==> src/rtl/tl_pkg.sv <==
package tl_pkg;
  localparam int DIGIT_W = 2;
  localparam int VAL_W   = 3;
  localparam int N_VALS  = 4;
  localparam logic [VAL_W-1:0] THR_RESET = 3'd3;
endpackage

==> src/rtl/tl_cfg_store.sv <==
module tl_cfg_store
  import tl_pkg::*;
#(
  parameter int N_IN = 4,
  parameter int N_BR = 4,
  parameter int AW   = 4
) (
  input  logic                         clk,
  input  logic                         rst_n,
  input  logic                         cfg_we,
  input  logic                         cfg_tbl,
  input  logic [AW-1:0]                cfg_addr,
  input  logic [VAL_W-1:0]             cfg_data,
  output logic [N_BR*N_IN*VAL_W-1:0]   thr_flat,
  output logic [N_IN*N_VALS*VAL_W-1:0] map_flat
);
  localparam int N_THR = N_BR * N_IN;
  localparam int N_MAP = N_IN * N_VALS;

  for (genvar t = 0; t < N_THR; t++) begin : g_thr
    logic [VAL_W-1:0] r;
    always_ff @(posedge clk) begin
      if (!rst_n)
        r <= THR_RESET;
      else if (cfg_we && !cfg_tbl && cfg_addr == AW'(t))
        r <= cfg_data;
    end
    assign thr_flat[t*VAL_W +: VAL_W] = r;
  end

  for (genvar m = 0; m < N_MAP; m++) begin : g_map
    logic [VAL_W-1:0] r;
    always_ff @(posedge clk) begin
      if (!rst_n)
        r <= VAL_W'(m % N_VALS);
      else if (cfg_we && cfg_tbl && cfg_addr == AW'(m))
        r <= cfg_data;
    end
    assign map_flat[m*VAL_W +: VAL_W] = r;
  end
endmodule

==> src/rtl/tl_convert.sv <==
module tl_convert
  import tl_pkg::*;
(
  input  logic [DIGIT_W-1:0]        digit,
  input  logic [N_VALS*VAL_W-1:0]   table_in,
  output logic [VAL_W-1:0]          conv_val
);
  always_comb conv_val = table_in[int'(digit)*VAL_W +: VAL_W];
endmodule

==> src/rtl/tl_literal.sv <==
module tl_literal
  import tl_pkg::*;
(
  input  logic [VAL_W-1:0] conv_val,
  input  logic [VAL_W-1:0] thr,
  output logic             hit
);
  logic open_path;
  assign open_path = conv_val[VAL_W-1];
  assign hit = !open_path && ($signed(conv_val) > $signed(thr));
endmodule

==> src/rtl/tl_network.sv <==
module tl_network
  import tl_pkg::*;
#(
  parameter int N_IN       = 4,
  parameter int N_BR       = 4,
  parameter bit REGISTERED = 1'b1,
  localparam int CFG_AW    = $clog2((N_BR > N_VALS ? N_BR : N_VALS) * N_IN)
) (
  input  logic                    clk,
  input  logic                    rst_n,
  input  logic                    cfg_we,
  input  logic                    cfg_tbl,
  input  logic [CFG_AW-1:0]       cfg_addr,
  input  logic [2:0]              cfg_data,
  input  logic                    in_valid,
  output logic                    in_ready,
  input  logic [2*N_IN-1:0]       in_digits,
  output logic                    out_valid,
  input  logic                    out_ready,
  output logic                    z
);
  localparam int N_LIT = N_BR * N_IN;

  logic [N_LIT*VAL_W-1:0]        thr_flat;
  logic [N_IN*N_VALS*VAL_W-1:0]  map_flat;
  logic [VAL_W-1:0]              conv [N_IN];
  logic [N_LIT-1:0]              hit;
  logic [N_BR-1:0]               branch_on;
  logic                          net;

  tl_cfg_store #(.N_IN(N_IN), .N_BR(N_BR), .AW(CFG_AW)) u_store (
    .clk(clk), .rst_n(rst_n), .cfg_we(cfg_we), .cfg_tbl(cfg_tbl),
    .cfg_addr(cfg_addr), .cfg_data(cfg_data),
    .thr_flat(thr_flat), .map_flat(map_flat)
  );

  for (genvar j = 0; j < N_IN; j++) begin : g_conv
    tl_convert u_conv (
      .digit(in_digits[j*DIGIT_W +: DIGIT_W]),
      .table_in(map_flat[j*N_VALS*VAL_W +: N_VALS*VAL_W]),
      .conv_val(conv[j])
    );
  end

  for (genvar p = 0; p < N_BR; p++) begin : g_br
    for (genvar j = 0; j < N_IN; j++) begin : g_lit
      tl_literal u_lit (
        .conv_val(conv[j]),
        .thr(thr_flat[(p*N_IN+j)*VAL_W +: VAL_W]),
        .hit(hit[p*N_IN+j])
      );
      // a -1 threshold passes any valid converted digit
      a_r3_floor_open: assert property (@(posedge clk) disable iff (!rst_n)
        (thr_flat[(p*N_IN+j)*VAL_W +: VAL_W] == 3'b111 && !conv[j][VAL_W-1])
          |-> hit[p*N_IN+j]);
      // a negative converted digit opens the path
      a_r6_forced_open: assert property (@(posedge clk) disable iff (!rst_n)
        conv[j][VAL_W-1] |-> !hit[p*N_IN+j]);
    end
    assign branch_on[p] = &hit[p*N_IN +: N_IN];
  end

  assign net = |branch_on;

  if (REGISTERED) begin : g_reg
    logic v_q, z_q;
    assign in_ready = !v_q || out_ready;
    always_ff @(posedge clk) begin
      if (!rst_n) begin
        v_q <= 1'b0;
        z_q <= 1'b0;
      end else if (in_valid && in_ready) begin
        v_q <= 1'b1;
        z_q <= net;
      end else if (out_ready) begin
        v_q <= 1'b0;
        z_q <= 1'b0;
      end
    end
    assign out_valid = v_q;
    assign z         = z_q;

    a_r8_capture: assert property (@(posedge clk) disable iff (!rst_n)
      (in_valid && in_ready) |=> out_valid);
    a_r10_hold: assert property (@(posedge clk) disable iff (!rst_n)
      (out_valid && !out_ready) |=> (out_valid && $stable(z)));
  end else begin : g_comb
    assign in_ready  = out_ready;
    assign out_valid = in_valid;
    assign z         = in_valid && net;
  end

  a_r9_precharge_zero: assert property (@(posedge clk) disable iff (!rst_n)
    !out_valid |-> !z);
  a_r11_ready_when_empty: assert property (@(posedge clk) disable iff (!rst_n)
    (REGISTERED && !out_valid) |-> in_ready);
endmodule

==> config.mk <==
export PLATFORM = sky130hd
export DESIGN_NAME = tl_network
export DESIGN_NICKNAME = d
export VERILOG_FILES = /design/src/rtl/tl_pkg.sv /design/src/rtl/tl_cfg_store.sv /design/src/rtl/tl_convert.sv /design/src/rtl/tl_literal.sv /design/src/rtl/tl_network.sv
export SDC_FILE = /design/constraint.sdc
export NUM_CORES = 1
export LEC_CHECK = 0
export CAP_MARGIN = 20
export CORE_MARGIN = 5
export CORE_UTILIZATION = 45
export CTS_CLUSTER_DIAMETER = 50
export CTS_CLUSTER_SIZE = 28
export DETAILED_ROUTE_END_ITERATION = 16
export GPL_TIMING_DRIVEN = 0
export PLACE_DENSITY = 0.73
export SLEW_MARGIN = 25
export SYNTH_ARGS = -nofsm -noshare
export SYNTH_HDL_FRONTEND = slang
export SYNTH_SLANG_ARGS = --single-unit
==> constraint.sdc <==
create_clock -name clk -period 3.2 [get_ports clk]
set_clock_uncertainty 0.05 [all_clocks]
set_input_delay 0.64 -clock clk [delete_from_list [all_inputs] [get_ports clk]]
set_output_delay 0.64 -clock clk [all_outputs]
set_load 0.03 [all_outputs]
==> reports/summary.log, run 1 <==
[run_status] result of the run finished, final reports clean
[yosys] top cell type by total area after synthesis dfxtp_1
[drt] total routed wirelength 14.2 mm
[worst_setup_path] logic depth of the worst register-to-register path 8
[global_routing] via count of the first global-routing pass 4663
[timing] Tightest Pin Transition 0.705 ns
[yosys] most numerous cell types in the synthesized netlist nand2_1, dfxtp_1, nand3_1, inv_1, ha_1
[power] Internal 0.00202 W
[worst_setup_path] terminus of the critical flop-to-flop path z
[yosys] number of enable flip-flop cells after synthesis 0
[timing] maximum clock rate 0.336 GHz
[worst_setup_path] largest incremental delay on the critical path 0.66 ns
[hold_path] launch point of the worst hold path u_store.g_thr[5].r[1]
[worst_setup_path] slowest library cell on the worst path mux4_2
[power] part of the total power dissipated in the clock network 43.2%
[final_layout] Diodes inserted 0
[floorplan] standard cell core area 11500 sq um
[cts] CTS H-tree depth 3
[timing] final critical-path required period 2.97 ns
[drt] post-DR wirelength/cell 17.8 microns
[yosys] Mapped Area 5310 sq um
[drt] DRC viols 0
[timing] setup-violating endpoint count in the final report 0
[final_layout] post-layout instance count excluding filler cells 794
[floorplan] row cnt 39
[cts] root cell of the clock tree clkbuf_16
[power] Sw Ratio 24.0%
[worst_setup_path] CP Launch Point in_digits[2]
[yosys] Synth top area share 36.9%
[hold_path] hold path cells 2
[worst_setup_path] cell breakdown of the critical path clkdlybuf4s50_1 > mux4_2 > ha_1 > nor2b_1 > o31ai_1 > a222oi_1 > nand4b_1 > nand4_1 > a21o_1
[placement] number of cells in the design after placement 777
[yosys] dominant synthesized flop cell dfxtp_1
[worst_setup_path] R2R setup slack 0.71 ns
[power] Pleak 2.51 nW
[yosys] most frequent cell after synthesis nand2_1
[worst_setup_path] top fanout value on the critical path 4
[cts] TritonCTS clock tree built
[final_layout] Util after Layout 52.2%
[drt] number of search-and-repair iterations in the first detailed-routing pass 7
[timing] Slew headroom 52.6%
[final_layout] share of post-route cells with drive strength above 1 5.07%
[worst_setup_path] Critical Path Source Type input pin
[timing] number of failing hold endpoints at the final stage 0
[global_routing] Overflow after GRT 0
[yosys] Synth Warn # 0
[yosys] main area contributors after synthesis dfxtp_1, ha_1, nand2_1
[yosys] average instance area after synthesis 8.65 sq um
[yosys] flip-flop and latch count after synthesis 98
[flow_run] Max-cap violations 0
[yosys] share of synthesized flip-flops with an asynchronous set or reset 0%
[drt] starting DRC count in detailed routing 367
[floorplan] Die Wd 119 microns
[timing] RSZ-0062 raised after global routing false
[timing] fin. max-slew vios 0
[drt] Vias 4594
[cts] CTS max path bufs 2
[worst_setup_path] Crit Path Class in2reg
[power] power density relative to cell area 442 nW/um^2
[final_layout] fill count 1044
[worst_setup_path] kind of capture point of the worst setup path flip-flop
[floorplan] effective utilization at floorplan 46.1%
[final_layout] area of all placed cells without fillers 6020 sq um
[power] relative contribution of sequential cells to total power 46.6%
[global_routing] pin count of the biggest net entering global routing 16
[final_layout] layout-stage area growth over the synthesis result 13.3%
[cts] Clk Latency, worst-skew pair 0.34 ns
[placement] placed instance area 5690 sq um
[yosys] sequential area share after synthesis 36.9%
[cts] clk slew on worst S/H paths 0.07 ns
[power] worst ir drop on vdd 290 uV
[placement] number of port buffers 20
[drt] per-cell via count in the routed design 5.79
[hold_path] hold worst-path end u_store.g_thr[5].r[1]
[global_routing] GRT Overall Usage 20.3%
[yosys] Post-Syn Instances 614
[timing] share of the clock period used by the worst path after layout 92.9%
[placement] gp weighted congestion 0.839
[placement] HPWL after detailed placement 10.5 mm
[drt] final antenna-violating net count 0
[cts] clock sink total 98
[worst_setup_path] arrival time of data at the critical path endpoint 3.16 ns
[yosys] net count of the mapped netlist 683
[worst_setup_path] Reg-to-Reg Start u_store.g_map[15].r[1]
[floorplan] overall die area 14100 sq um
[global_routing] number of antenna violations at the first check in global routing 0
[yosys] Distinct cells, synth 27
[cts] CTS buffer count 9
[power] Gate power share 10.3%
[worst_setup_path] Critical Path RT 3.38 ns
[floorplan] die height 119 microns
[power] net load switching power 0.000639 W
[final_layout] nets@finish 715
[hold_path] worst min-delay path class reg2reg
[floorplan] I/O pin total 24
[global_routing] global-route wire length before repair 23.1 mm
## logic make-up after synthesis
group	after synthesis	share of synthesized area, %
compound gates	90	11.7
fa+ha+maj	48	11.3
buf+inv	84	5.99
flops	98	36.9
mux	45	11.3
simple gates	249	22.7
## how the worst max path moves through the flow
stage | end | cells past startpoint | slack (ns)
3_3_place_gp | z | 9 | -0.25
3_5_place_dp | z | 9 | -0.40
5_1_grt | z | 9 | 0.06
6_report | z | 9 | 0.23
2_1_floorplan | z | 8 | 0.75
4_1_cts | z | 9 | 0.01
## power groups by stage
stage	Combinational (W)	Clock [W]	Sequential [W]
detailed placement	0.000266	0	0.00127
global placement	0.000257	0	0.00127
finish	0.000273	0.00115	0.00124
floorplan	0.000161	0	0.00127
CTS	0.000268	0.00115	0.00124
global route	0.000299	0.00120	0.00124
## metrics by stage
stage	hold WS [ns]	power, W	TNS (ns)	worst slack (ns)
2_1_floorplan	0.386	0.00143	0	0.750
3_3_place_gp	0.403	0.00152	-0.250	-0.250
3_5_place_dp	0.412	0.00153	-0.397	-0.397
4_1_cts	0.423	0.00266	0	0.0142
5_1_grt	0.439	0.00274	0	0.0645
6_report	0.427	0.00266	0	0.228
## critical path: cells and delay by family
family | cells | cell delay [ns]
compound gates | 3 | 0.54
fa+ha+maj | 1 | 0.34
buf+inv | 1 | 0.58
simple gates | 3 | 0.40
mux | 1 | 0.66
## timing repair
item / 4_1_cts / 5_1_grt
pin swaps: 0 / 1
endpoints found under the hold margin: 0 / 0
cloned: 0 / 0
hold buffers: 0 / 0
setup endpoints to repair: 1 / 1
buffers inserted: 0 / 1
resized for setup: 1 / 4
## cell type report
type | instances | area (sq um) | area share [%]
sequential | 98 | 1960 | 32.6
clock buffer | 11 | 233 | 3.87
multi-input combinational | 432 | 3030 | 50.4
inverter | 49 | 184 | 3.06
tap | 143 | 179 | 2.97
buffer | 35 | 134 | 2.23
timing repair buffer | 21 | 215 | 3.58
clock inverter | 5 | 78.8 | 1.31
## routing by layer
| metal | vias to the layer above | track usage, % | routed length, microns |
|---|---|---|---|
| met2 | 172 | 35.6 | 6930 |
| met1 | 2184 | 24.8 | 6040 |
| li1 | 2201 | - | - |
| met3 | 37 | 3.92 | 836 |
| met4 | 0 | 7.46 | 358 |
| met5 | - | 0 | 0 |
## state kept, by name (all words and copies together) (netlist names)
register	count
u_store.g_map.r	48
u_store.g_thr.r	48
out_valid	1
z	1
## layout by cell type, fill, tap and decap left out, drive strengths merged
| cell | n |
|---|---|
| nor2b | 39 |
| nor2 | 15 |
| o211ai | 6 |
| nor4 | 3 |
| dfxtp | 98 |
| nand2b | 6 |
| a21boi | 28 |
| a222oi | 8 |
| nand3 | 63 |
| nand2 | 105 |
| o311ai | 4 |
| clkbuf | 44 |
| nand4b | 4 |
| a21o | 1 |
| or3 | 1 |
| ha | 48 |
| mux4 | 12 |
| inv | 49 |
| nand4 | 4 |
| nor3b | 2 |
| o31ai | 12 |
| or2 | 1 |
| buf | 3 |
| dlymetal6s2s | 3 |
| nor3 | 6 |
| clkdlybuf4s50 | 17 |
| o21ai | 31 |
| bufinv | 2 |
| clkinv | 3 |
| mux2i | 33 |
Note: power is estimated with default switching activity, not from simulation.
==> run 2, diff against run 1 <==
CELL_PAD_IN_SITES_DETAIL_PLACEMENT = 0   (was default)
CELL_PAD_IN_SITES_GLOBAL_PLACEMENT = 1   (was default)
CORE_MARGIN = 1.5   (was 5)
PLACE_DENSITY = 0.89   (was 0.73)
==> run 2 against run 1 <==
Sequential power about the same. Largest power group unchanged. Non-clock buffer count decreased by 1. Sequential share of layout area about the same. Clock power increased by 4%. Via count decreased by 2.0%.
==> reports/summary.log, run 2 (synthesized netlist as in run 1, its figures left out) <==
[run_status] result of the run finished, final reports clean [unchanged]
[timing] RSZ-0062 raised after global routing false [unchanged]
[power] part of the total power dissipated in the clock network 44.2% [was 43.2%]
[cts] CTS H-tree depth 3 [unchanged]
[floorplan] row cnt 39 [unchanged]
[cts] clock sink total 98 [unchanged]
[floorplan] I/O pin total 24 [unchanged]
[timing] final critical-path required period 3.02 ns [was 2.97 ns]
[timing] maximum clock rate 0.332 GHz [was 0.336 GHz]
[timing] Tightest Pin Transition 0.779 ns [was 0.705 ns]
[power] power density relative to cell area 449 nW/um^2 [was 442 nW/um^2]
[cts] Clk Latency, worst-skew pair 0.35 ns [was 0.34 ns]
[cts] hold buffer count at CTS 0 [unchanged]
[flow_run] Max-cap violations 0 [unchanged]
[hold_path] launch point of the worst hold path u_store.g_thr[1].r[2] [was u_store.g_thr[5].r[1]]
[drt] Vias 4501 [was 4594]
[timing] hold slack final 0.421 ns [was 0.427 ns]
[hold_path] worst min-delay path class reg2reg [unchanged]
[worst_setup_path] top fanout value on the critical path 4 [unchanged]
[global_routing] Overflow after GRT 0 [unchanged]
[power] relative contribution of sequential cells to total power 45.8% [was 46.6%]
[final_layout] fill count 1101 [was 1044]
[cts] root cell of the clock tree clkbuf_16 [unchanged]
[worst_setup_path] kind of capture point of the worst setup path flip-flop [unchanged]
[drt] number of search-and-repair iterations in the first detailed-routing pass 5 [was 7]
[floorplan] die height 112 microns [was 119 microns]
[final_layout] storage element area 1960 sq um [unchanged]
[placement] Place WS -0.290 ns [was -0.397 ns]
[drt] total routed wirelength 14.0 mm [was 14.2 mm]
[worst_setup_path] cell breakdown of the critical path clkdlybuf4s50_1 > mux4_2 > ha_1 > nor2b_1 > o31ai_1 > a222oi_1 > nand4b_1 > nand4_1 > a21o_1 [unchanged]
[cts] clk slew on worst S/H paths 0.07 ns [about the same]
[worst_setup_path] terminus of the critical flop-to-flop path z [unchanged]
[cts] CTS max path bufs 2 [unchanged]
[power] final total power 0.00270 W [was 0.00266 W]
[floorplan] overall die area 12500 sq um [was 14100 sq um]
[worst_setup_path] arrival time of data at the critical path endpoint 3.25 ns [was 3.16 ns]
[timing] Slew headroom 47.6% [was 52.6%]
[timing] setup-violating endpoint count in the final report 0 [unchanged]
[power] net load switching power 0.000646 W [was 0.000639 W]
[final_layout] Diodes inserted 0 [unchanged]
[timing] Final Worst Setup Slack 0.185 ns [was 0.228 ns]
[timing] share of the clock period used by the worst path after layout 94.2% [was 92.9%]
[final_layout] top library cells by usage in the layout, fill and taps aside nand2_1, dfxtp_1, nand3_1 [unchanged]
[final_layout] share of post-route cells with drive strength above 1 5.08% [was 5.07%]
[worst_setup_path] largest incremental delay on the critical path 0.65 ns [was 0.66 ns]
[drt] post-DR wirelength/cell 17.7 microns [was 17.8 microns]
[worst_setup_path] Reg-to-Reg Start u_store.g_map[12].r[1] [was u_store.g_map[15].r[1]]
[floorplan] standard cell core area 11500 sq um [about the same]
[worst_setup_path] Critical Path Source Type input pin [unchanged]
[final_layout] commonest non-fill, non-tap cell in the layout nand2_1 [unchanged]
[worst_setup_path] Crit Path Class in2reg [unchanged]
[floorplan] Die Wd 112 microns [was 119 microns]
[drt] DRC viols 0 [unchanged]
[global_routing] via count of the first global-routing pass 4460 [was 4663]
[worst_setup_path] logic depth of the worst register-to-register path 8 [unchanged]
[placement] gp weighted congestion 0.827 [was 0.839]
[hold_path] hold path cells 2 [unchanged]
[worst_setup_path] Critical Path RT 3.44 ns [was 3.38 ns]
[power] worst ir drop on vdd 463 uV [was 290 uV]
[power] Gate power share 10.0% [was 10.3%]
[placement] HPWL after detailed placement 10.3 mm [was 10.5 mm]
[floorplan] effective utilization at floorplan 46.3% [was 46.1%]
[power] Internal 0.00206 W [was 0.00202 W]
[hold_path] hold worst-path end u_store.g_thr[1].r[2] [was u_store.g_thr[5].r[1]]
[global_routing] number of antenna violations at the first check in global routing 0 [unchanged]
[final_layout] layout-stage area growth over the synthesis result 13.3% [about the same]
[drt] per-cell via count in the routed design 5.68 [was 5.79]
[worst_setup_path] slowest library cell on the worst path mux4_2 [unchanged]
[drt] final antenna-violating net count 0 [unchanged]
[worst_setup_path] R2R setup slack 0.67 ns [was 0.71 ns]
[timing] fin. max-slew vios 0 [unchanged]
[global_routing] global-route wire length before repair 23.1 mm [about the same]
[global_routing] pin count of the biggest net entering global routing 16 [unchanged]
[global_routing] GRT Overall Usage 23.7% [was 20.3%]
[placement] number of port buffers 20 [unchanged]
[cts] CTS buffer count 9 [unchanged]
[cts] TritonCTS clock tree built [unchanged]
[drt] starting DRC count in detailed routing 380 [was 367]
[final_layout] largest registers u_store.g_map.r (48), u_store.g_thr.r (48) [unchanged]
[power] Pleak 2.50 nW [was 2.51 nW]
[timing] number of failing hold endpoints at the final stage 0 [unchanged]
[final_layout] area of combinational cells with multiple inputs 3030 sq um [unchanged]
[final_layout] nets@finish 714 [was 715]
[power] Sw Ratio 23.9% [was 24.0%]
==> run 2: changes by cell type in the layout (fill, tap and decap cells not counted), sizes merged <==
| cell | change |
|---|---|
| clkdlybuf4s50 | +2 |
| clkinv | -2 |
| inv | +1 |
| buf | -1 |
| dlymetal6s2s | -2 |
==> run 2: worst max path at each step <==
stage,end,slack [ns],cells after the start,start
2_1_floorplan,z,0.75,8,in_digits[6]
3_3_place_gp,z,-0.28,9,in_digits[6]
3_5_place_dp,z,-0.29,9,in_digits[6]
4_1_cts,z,0.05,9,in_digits[6]
5_1_grt,z,0.02,9,in_digits[2]
6_report,z,0.18,9,in_digits[0]
==> run 2: area by class of cell <==
cell class	count	area share [%]
timing repair buffer	20	3.37
inverter	49	3.06
tap	143	2.97
buffer	35	2.22
multi-input combinational	432	50.4
clock buffer	11	4.20
clock inverter	4	1.23
sequential	98	32.6
==> run 2: metrics by stage <==
stage	TNS, ns	cells	utilization [%]	cell area, sq um
3_5_place_dp	-0.290	777	49.6	5690
3_3_place_gp	-0.280	777	49.6	5690
5_1_grt	0	792	52.5	6020
6_report	0	792	52.5	6020
2_1_floorplan	0	614	-	5310
4_1_cts	0	792	52.5	6020
==> run 2: critical path: cells and delay by family <==
| kind | cells | cell delay, ns |
|---|---|---|
| muxes | 1 | 0.65 |
| AOI/OAI and AO/OA | 3 | 0.59 |
| buffers and inverters | 1 | 0.57 |
| and+or+nand+nor | 3 | 0.47 |
| adders and majority gates | 1 | 0.34 |
==> run 2: layer usage <==
layer  part of all wire [%]  vias up  GRT usage (%)  wire length (microns)
met1                     46     2135           31.5                   6480
met5                      0        -              0                      0
met3                    4.9       28           3.86                    680
li1                       -     2199              -                      -
met4                    2.4        0           7.85                    335
met2                     46      139           39.3                   6510
==> run 2: power groups by stage <==
| stage | logic [W] | registers [W] | clock network [W] |
|---|---|---|---|
| after floorplan | 0.000161 | 0.00127 | 0 |
| after CTS | 0.000268 | 0.00124 | 0.00122 |
| after global routing | 0.000296 | 0.00124 | 0.00127 |
| final | 0.000270 | 0.00124 | 0.00120 |
| after global placement | 0.000259 | 0.00127 | 0 |
| after detailed placement | 0.000266 | 0.00127 | 0 |
==> run 2: timing repair <==
action	in CTS	in global routing
hold endpoints to repair	0	0
setup endpoints to repair	0	1
gates resized for setup	0	2
buffers inserted	0	0
